==> src/rtl/scan_pkg.sv <==
package scan_pkg;

  typedef enum logic [1:0] {
    HS_SCAN = 2'd0,
    HS_REQ  = 2'd1,
    HS_REL  = 2'd2
  } hs_state_t;

  // Linear cell index from a scan position
  function automatic int unsigned cell_index(input int unsigned r,
                                             input int unsigned c,
                                             input int unsigned ncols);
    return r * ncols + c;
  endfunction

  // Index width that stays legal for a count of one
  function automatic int unsigned idx_width(input int unsigned n);
    return (n > 1) ? $clog2(n) : 1;
  endfunction

endpackage

==> src/rtl/scan_position.sv <==
module scan_position #(
  parameter int ROWS = 4,
  parameter int COLS = 4,
  parameter int RW   = 2,
  parameter int CW   = 2
) (
  input  logic          clk,
  input  logic          rst_n,
  input  logic          step,
  output logic [RW-1:0] row,
  output logic [CW-1:0] col
);
  localparam logic [RW-1:0] ROW_LAST = RW'(ROWS - 1);
  localparam logic [CW-1:0] COL_LAST = CW'(COLS - 1);

  logic col_wrap;
  assign col_wrap = (col == COL_LAST);

  always_ff @(posedge clk or negedge rst_n) begin
    if (!rst_n) begin
      row <= '0;
      col <= '0;
    end else if (step) begin
      if (col_wrap) begin
        col <= '0;
        row <= (row == ROW_LAST) ? '0 : row + 1'b1;
      end else begin
        col <= col + 1'b1;
      end
    end
  end

  AST_HOLD_WITHOUT_STEP: assert property (@(posedge clk) disable iff (!rst_n)
    !step |=> ($stable(row) && $stable(col)));
  AST_COL_FAST: assert property (@(posedge clk) disable iff (!rst_n)
    (step && col != COL_LAST) |=> (col == $past(col) + 1'b1 && $stable(row)));
  AST_ROW_ON_WRAP: assert property (@(posedge clk) disable iff (!rst_n)
    (step && col == COL_LAST) |=> (col == '0 && row != $past(row || ROWS == 1 ? row : ~row)));
  AST_POS_IN_RANGE: assert property (@(posedge clk) disable iff (!rst_n)
    (row <= ROW_LAST && col <= COL_LAST));

endmodule

==> src/rtl/event_store.sv <==
module event_store #(
  parameter int CELLS = 16,
  parameter int IW    = 4,
  parameter int SAT_W = 8
) (
  input  logic             clk,
  input  logic             rst_n,
  input  logic [CELLS-1:0] cell_ev,
  input  logic [IW-1:0]    sel_idx,
  input  logic             clr_en,
  output logic             pending_sel,
  output logic [SAT_W-1:0] sat_count
);
  localparam int HW = $clog2(CELLS + 1);
  localparam int SUM_W = SAT_W + HW + 1;
  localparam logic [SAT_W-1:0] SAT_MAX = '1;

  logic [CELLS-1:0] flags;
  logic [CELLS-1:0] clr_vec;
  logic [CELLS-1:0] lost_vec;
  logic [HW-1:0]    lost_cnt;
  logic [SUM_W-1:0] sat_sum;

  for (genvar i = 0; i < CELLS; i++) begin : g_cell
    assign clr_vec[i]  = clr_en && (sel_idx == IW'(i));
    assign lost_vec[i] = cell_ev[i] && flags[i] && !clr_vec[i];
    always_ff @(posedge clk or negedge rst_n) begin
      if (!rst_n) flags[i] <= 1'b0;
      else        flags[i] <= (flags[i] && !clr_vec[i]) || cell_ev[i];
    end
  end

  always_comb begin
    lost_cnt = '0;
    for (int i = 0; i < CELLS; i++) lost_cnt = lost_cnt + HW'(lost_vec[i]);
  end

  assign sat_sum = SUM_W'(sat_count) + SUM_W'(lost_cnt);

  always_ff @(posedge clk or negedge rst_n) begin
    if (!rst_n)                         sat_count <= '0;
    else if (sat_sum > SUM_W'(SAT_MAX)) sat_count <= SAT_MAX;
    else                                sat_count <= sat_sum[SAT_W-1:0];
  end

  assign pending_sel = flags[sel_idx];

  AST_CLEAR_ON_SET_FLAG: assert property (@(posedge clk) disable iff (!rst_n)
    clr_en |-> pending_sel);
  AST_SAT_NEVER_DROPS: assert property (@(posedge clk) disable iff (!rst_n)
    1'b1 |=> (sat_count >= $past(sat_count)));
  AST_SAT_ON_LOSS: assert property (@(posedge clk) disable iff (!rst_n)
    (lost_vec != '0 && sat_count != SAT_MAX) |=> (sat_count != $past(sat_count)));

endmodule

==> src/rtl/handshake_ctrl.sv <==
module handshake_ctrl
  import scan_pkg::*;
(
  input  logic clk,
  input  logic rst_n,
  input  logic sample_tick,
  input  logic pending,
  input  logic ack,
  output logic req,
  output logic clr_en,
  output logic step
);
  hs_state_t state, state_nxt;

  always_ff @(posedge clk or negedge rst_n) begin
    if (!rst_n) state <= HS_SCAN;
    else        state <= state_nxt;
  end

  always_comb begin
    state_nxt = state;
    step      = 1'b0;
    clr_en    = 1'b0;
    unique case (state)
      HS_SCAN: if (sample_tick) begin
        if (pending) state_nxt = HS_REQ;
        else         step      = 1'b1;
      end
      HS_REQ: if (ack) begin
        clr_en    = 1'b1;
        state_nxt = HS_REL;
      end
      HS_REL: if (!ack) begin
        step      = 1'b1;
        state_nxt = HS_SCAN;
      end
      default: state_nxt = HS_SCAN;
    endcase
  end

  assign req = (state == HS_REQ);

  AST_REQ_FROM_PENDING: assert property (@(posedge clk) disable iff (!rst_n)
    $rose(req) |-> $past(pending && sample_tick));
  AST_REQ_DROPS_ON_ACK: assert property (@(posedge clk) disable iff (!rst_n)
    (req && ack) |=> !req);
  AST_NO_STEP_IN_REQ: assert property (@(posedge clk) disable iff (!rst_n)
    req |-> !step);

endmodule

==> src/rtl/scan_event_readout.sv <==
module scan_event_readout
  import scan_pkg::*;
#(
  parameter int ROWS  = 4,
  parameter int COLS  = 4,
  parameter int SAT_W = 8,
  localparam int CELLS = ROWS * COLS,
  localparam int RW    = idx_width(ROWS),
  localparam int CW    = idx_width(COLS),
  localparam int IW    = idx_width(CELLS)
) (
  input  logic             clk,
  input  logic             rst_n,
  input  logic             sample_tick,
  input  logic [CELLS-1:0] cell_ev,
  input  logic             ack,
  output logic             req,
  output logic [RW+CW-1:0] addr,
  output logic [SAT_W-1:0] sat_count
);
  logic [RW-1:0] row;
  logic [CW-1:0] col;
  logic [IW-1:0] sel_idx;
  logic          step;
  logic          clr_en;
  logic          pending_sel;

  scan_position #(.ROWS(ROWS), .COLS(COLS), .RW(RW), .CW(CW)) u_pos (
    .clk(clk), .rst_n(rst_n), .step(step), .row(row), .col(col)
  );

  assign sel_idx = IW'(cell_index(int'(row), int'(col), COLS));

  event_store #(.CELLS(CELLS), .IW(IW), .SAT_W(SAT_W)) u_store (
    .clk(clk), .rst_n(rst_n), .cell_ev(cell_ev), .sel_idx(sel_idx),
    .clr_en(clr_en), .pending_sel(pending_sel), .sat_count(sat_count)
  );

  handshake_ctrl u_hs (
    .clk(clk), .rst_n(rst_n), .sample_tick(sample_tick), .pending(pending_sel),
    .ack(ack), .req(req), .clr_en(clr_en), .step(step)
  );

  assign addr = req ? {row, col} : '0;

  AST_ADDR_HELD: assert property (@(posedge clk) disable iff (!rst_n)
    (req && !ack) |=> (req && $stable(addr)));
  AST_ADDR_IDLE_ZERO: assert property (@(posedge clk) disable iff (!rst_n)
    !req |-> (addr == '0));

endmodule

==> config.mk <==
export PLATFORM = sky130hd
export DESIGN_NAME = scan_event_readout
export DESIGN_NICKNAME = d
export VERILOG_FILES = /design/src/rtl/scan_pkg.sv /design/src/rtl/scan_position.sv /design/src/rtl/event_store.sv /design/src/rtl/handshake_ctrl.sv /design/src/rtl/scan_event_readout.sv
export SDC_FILE = /design/constraint.sdc
export NUM_CORES = 1
export LEC_CHECK = 0
export ABC_CLOCK_PERIOD_IN_PS = 5110
export BUFFER_PORTS_ARGS = -buffer_cell sky130_fd_sc_hd__buf_2
export CAP_MARGIN = 20
export CORE_ASPECT_RATIO = 2
export CORE_MARGIN = 8
export CORE_UTILIZATION = 49
export DETAILED_ROUTE_END_ITERATION = 7
export PLACE_DENSITY = 0.69
export SLEW_MARGIN = 10
export SYNTH_ARGS = -nofsm -noshare
export SYNTH_HDL_FRONTEND = slang
export SYNTH_HIERARCHICAL = 1
export SYNTH_SLANG_ARGS = --single-unit
==> constraint.sdc <==
create_clock -name clk -period 5.11 [get_ports clk]
set_input_delay 1.022 -clock clk [delete_from_list [all_inputs] [get_ports clk]]
set_output_delay 1.022 -clock clk [all_outputs]
set_load 0.05 [all_outputs]
# After elaboration in Yosys (flattened, before gate mapping)
# Index checks and enable logic that the tools add are counted.
# word_totals
reg_bits,30
in_bits,20
# classes
reduce_logical,100
magnitude_cmp,2
eq_ne,23
n_addsub,19
mux,17
# ops
cell,count
5-bit by 1-bit adder with 5-bit output,14
1-bit logical AND,64
4-bit == test (second input constant),8
4-bit by 3-bit == test with 1-bit output (second input constant),4
1-bit zero test,16
1-bit logical OR,16
2-bit two-way mux,6
8-bit by 5-bit adder with 9-bit output,1
9-bit by 8-bit greater-than comparator with 1-bit output (second input constant),1
4-bit by 2-bit == test with 1-bit output (second input constant),2
8-bit two-way mux,1
2-bit != test (second input constant),4
2-bit == test (second input constant),3
1-bit two-way mux,6
2-bit one-hot mux with 3 select lines,1
4-bit by 5-bit < comparator with 1-bit output (second input constant),1
2-bit by 1-bit adder with 2-bit output (second input constant),2
4-bit by 2-bit adder with 4-bit output,1
1-bit binary-select mux with 4-bit select,1
4-bit by 1-bit == test with 1-bit output (second input constant),1
4-bit zero test,1
4-bit two-way mux,1
4-bit AND reduction,1
1-bit by 1-bit adder with 2-bit output,1
4 further kinds,4

# Depth between registers and ports, before layout
# logic_depth
depth_word,23
ltp_mapped,22
depth_no_buf,22

# By module
# Netlist, hierarchy kept.
# by_module_without_submodules
module,cells_each,area_per_inst_um2,n_inst
event_store,183,1725.4,1
scan_position,13,192.7,1
handshake_ctrl,12,116.4,1
scan_event_readout,4,25.0,1

# Worst setup path before layout
# OpenSTA, ideal clock, no wires.
# synth_path
path_kind,flip-flop to flip-flop
startpoint,reg u_hs.state[1]
endpoint,reg u_store.sat_count[6]
n_path_buf,0
stages_incl_launch_ff,19
period_less_slack_ps,5992
required_ps,4983
path_slack_ps,-882
arrival_ps,5864
path_cell_list,dfrtp_1 and2b_1 and2_1 nand3_1 o21ai_0 nor2_1 fa_1 inv_1 fa_1 fa_1 inv_1 fa_1 fa_1 inv_1 fa_1 fa_1 o21ai_1 a22o_1 mux2_1
# synth_between
elab_chain_len,23
elab_cells_between_ends,68
# synth_rtl
element,line_no,source
start: declaration,handshake_ctrl.sv:13,"hs_state_t state, state_nxt;"
start signal: assignment,handshake_ctrl.sv:17,else state <= state_nxt;
2-bit by 1-bit == test with 1-bit output *,n/a,
via req,scan_event_readout.sv:17,"output logic req,"
1-bit two-way mux *,handshake_ctrl.sv:24,unique case (state)
via clr_en,scan_event_readout.sv:25,logic clr_en;
1-bit logical AND,event_store.sv:25,assign clr_vec[i] = clr_en && (sel_idx == IW'(i));
1-bit zero test,event_store.sv:26,assign lost_vec[i] = cell_ev[i] && flags[i] && !clr_vec[i];
1-bit logical AND,event_store.sv:26,
1-bit by 1-bit adder with 2-bit output,event_store.sv:35,for (int i = 0; i < CELLS; i++) lost_cnt = lost_cnt + HW'(lost_vec[i]);
5-bit by 1-bit adder with 5-bit output (13 in series),event_store.sv:35,
5-bit by 1-bit adder with 5-bit output *,event_store.sv:35,
8-bit by 5-bit adder with 9-bit output *,event_store.sv:38,assign sat_sum = SUM_W'(sat_count) + SUM_W'(lost_cnt);
9-bit by 8-bit greater-than comparator with 1-bit output,event_store.sv:42,else if (sat_sum > SUM_W'(SAT_MAX)) sat_count <= SAT_MAX;
8-bit two-way mux *,event_store.sv:42,
end signal: assignment,event_store.sv:43,else sat_count <= sat_sum[SAT_W-1:0];
end: declaration,event_store.sv:12,output logic [SAT_W-1:0] sat_count
# The timed path passes the listed nets; every way through them passes the cells marked *.
# A chain may end at the register's enable or synchronous reset.

# Final worst setup path
# layout_path
startpoint,in ack
endpoint,reg u_store.sat_count[6]
# layout_between
elab_chain_len,23
elab_cells_between_ends,68
# layout_rtl
element,line_no,source
start: declaration,scan_event_readout.sv:16,"input logic ack,"
1-bit two-way mux *,handshake_ctrl.sv:29,HS_REQ: if (ack) begin
1-bit two-way mux *,handshake_ctrl.sv:24,
via clr_en,scan_event_readout.sv:25,
1-bit logical AND,event_store.sv:25,
1-bit zero test,event_store.sv:26,
1-bit logical AND,event_store.sv:26,
1-bit by 1-bit adder with 2-bit output,event_store.sv:35,
5-bit by 1-bit adder with 5-bit output (13 in series),event_store.sv:35,
5-bit by 1-bit adder with 5-bit output *,event_store.sv:35,
8-bit by 5-bit adder with 9-bit output *,event_store.sv:38,
9-bit by 8-bit greater-than comparator with 1-bit output,event_store.sv:42,
8-bit two-way mux *,event_store.sv:42,
# Marks and branches as above.

==> impl_results.md <==
* Synth async-reset ratio at 100%
* Mapped Cells at 212
* Die area at 0.00666 mm2
* Ant diodes at 0
* Fillcell total at 348
* Critical Path Sink Type: register
* Clock Sinks at 30
* First-pass GRT wire length at 8410 um
* Worst hold path class: register to register
* Htree depth at 2
* Share of layout cells above drive strength 1 at 40.7%
* Routed Antenna Nets at 0
* Setup CP Type: primary input to register
* Total number of vias at 1751
* WP data arrival at 5670 ps
* Num CTS Buffers at 5
* Setup ws final at -401 ps
* Final min period at 5510 ps
* Number of global-route vias before repair at 1929
* Final wirelength at 5160 um
* WL/cell at 15.5 um
* Final Hold Fails at 0
* Flops & latches, synth at 30
* Period Utilization, post-route at 108%
* Yosys top cell area share at 36.5%
* Fmax at 181 MHz
* GP Congestion at 0.885
* HPWL Detailed at 4230 um
* Worst Setup SP: ack
* FF-to-FF End: u_store/sat_count[6]
* Max cap viols at 0
* Io pins at 33
* Yosys synthesis warning count at 6
* Worst R2R Path Depth at 20
* Synth-to-layout area growth at 34.1%
* Cts hold-fix bufs at 0
* Count leader, synth: inv_1
* Final nets at 325
* Crit start category: primary input
* Cell Rows at 33
* Max-slew violations at 0
* Hold Path End: u_store/flags[8]
* DRT Pass-1 Iters at 4
* Worst R2R Setup Slack at -200 ps
* DRC viols at 0
* Most area-consuming cells after synthesis: dfrtp_1 36%, fa_1 11%, ha_1 7.9%, inv_1 5.8%, mux4_2 4.4%
* Clock Skew at 6.50 ps
* Mapped Nets at 256
* Core footprint at 0.00409 mm2
* Area leader, netlist: dfrtp_1
* Starting Density at 50.4%
* Reg2reg start: u_hs/state[1]
* Vias per cell at 5.27
* Die W at 61.8 um
* Antenna violations before repair at 0
* Grt total ovfl at 0
* Hold Crit Depth at 2
* Root Driver: clkbuf_8
* Endpoints failing setup at 8
* Worst-skew pair later-pin latency at 270 ps
* Final Cell Area at 0.00276 mm2
* Post-synth EDFFs at 0
* Port buffer count at 32
* Actual slew at the worst max-slew pin at 682 ps
* Sequential area share after synthesis at 36.5%
* Failing checks: setup timing
* GRT Util Overall at 17.1%
* CTS tree: done
* Clock buffer depth at 2
* Worst EP required at 5270 ps
* Synth cell count leaders: 32 x inv_1, 30 x dfrtp_1, 21 x nor2_1
* Largest net degree at the start of global routing at 31
* Crit path max fanout at 4
* Hold_sp: u_store/flags[8]
* Dominant synthesized flop cell: dfrtp_1
* Clk pin slew, worst setup/hold paths at 60 ps
* Post-Syn Area at 0.00206 mm2
* Die Ht at 108 um
* Dpl cell area at 0.00256 mm2
* RSZ-0062 raised after global routing: true
* Status: finished, violations left
* Slew HR at 54.5%
* Starting DRT DRC Count at 51
* Post-synthesis average cell area at 9.71 um2
* Synth cell types at 42
## flip-flops by register name, indices dropped and copies added, names as in the netlist
register,flops
u_store/flags,16
u_store/sat_count,8
u_hs/state,2
u_pos/col,2
u_pos/row,2
## routing by layer
metal	global-route usage [%]	share of wire [%]
met4	9.69	4.2
met5	0	0
met3	2.16	3.4
met1	14.8	31
met2	33.5	61
## cells by family (layout without fill, tap and decap cells)
logic type,count (synthesis),in the layout,synth area share [%]
simple gates,71,71,17.3
xor+xnor,4,4,1.70
fa+ha+maj,24,24,18.6
flops,30,30,36.5
buf+inv,35,103,6.80
compound gates,38,38,11.3
mux,10,10,7.90
## worst max-delay path by stage
stage | slack, ps | depth (start not counted) | to
global route | -530 | 20 | u_store/sat_count[6]
finish | -400 | 20 | u_store/sat_count[6]
CTS | -360 | 20 | u_store/sat_count[6]
floorplan | -370 | 17 | u_store/sat_count[6]
detailed placement | -720 | 20 | u_store/sat_count[6]
global placement | -640 | 22 | u_store/sat_count[0]
## through the flow
step                instances  hold WS, ps  utilization [%]  setup slack [ps]  setup TNS [ps]
finish                    332          515             67.6              -401           -2700
global route              332          535             67.6              -533           -3820
CTS                       332          515             67.1              -359           -2480
detailed placement        323          502             62.6              -720           -5630
global placement          323          493             62.6              -642           -4940
floorplan                 212          467                -              -371           -1530
## placed cells by master (no fill, tap or decap), types with 3 or more instances in the layout
| cell type | synthesis | routed |
|---|---|---|
| buf_2 | 1 | 31 |
| buf_4 | 0 | 30 |
| dfrtp_1 | 30 | 30 |
| inv_1 | 32 | 30 |
| nor2_1 | 21 | 17 |
| nand2_1 | 20 | 16 |
| ha_1 | 13 | 11 |
| fa_1 | 11 | 8 |
| clkbuf_8 | 0 | 6 |
| nand2b_1 | 6 | 6 |
| o21ai_1 | 8 | 6 |
| o21ai_0 | 10 | 6 |
| and2_1 | 6 | 5 |
| nand2_2 | 1 | 5 |
| buf_6 | 1 | 4 |
| o21ai_2 | 0 | 4 |
| mux4_2 | 4 | 4 |
| a21oi_1 | 6 | 3 |
| mux2_4 | 2 | 3 |
| a21o_1 | 3 | 3 |
| fa_2 | 0 | 3 |
## worst max-delay path, stage by stage
cell and delay (ps):
buf_6 70, and2_4 140, nand3b_1 180, o21ai_2 240
nor2_2 60, fa_1 530, inv_1 50, fa_1 450
fa_1 490, inv_1 50, fa_1 450, fa_2 360
a21o_1 210, a21oi_2 150, xnor2_1 160, ha_1 290
a21oi_2 170, o21ai_4 90, a22o_1 220, mux2_4 290
## cell type report
type                       count  area, um2  share of cell area, %
sequential                    30        751                   27.2
timing repair buffer          65        425                   15.4
multi-input combinational    147       1320                   47.7
inverter                      32        120                   4.35
clock buffer                   6       82.6                   2.99
tap                           52       65.1                   2.36
## timing repair
item,CTS,global route
endpoints found under the setup margin,8,8
buffers inserted,3,0
gates resized for setup,18,5
hold endpoints to repair,0,0
pin swaps,8,6
Power is not shown: default switching activity piles up to over one toggle a cycle in this logic, so the estimate is an artifact.
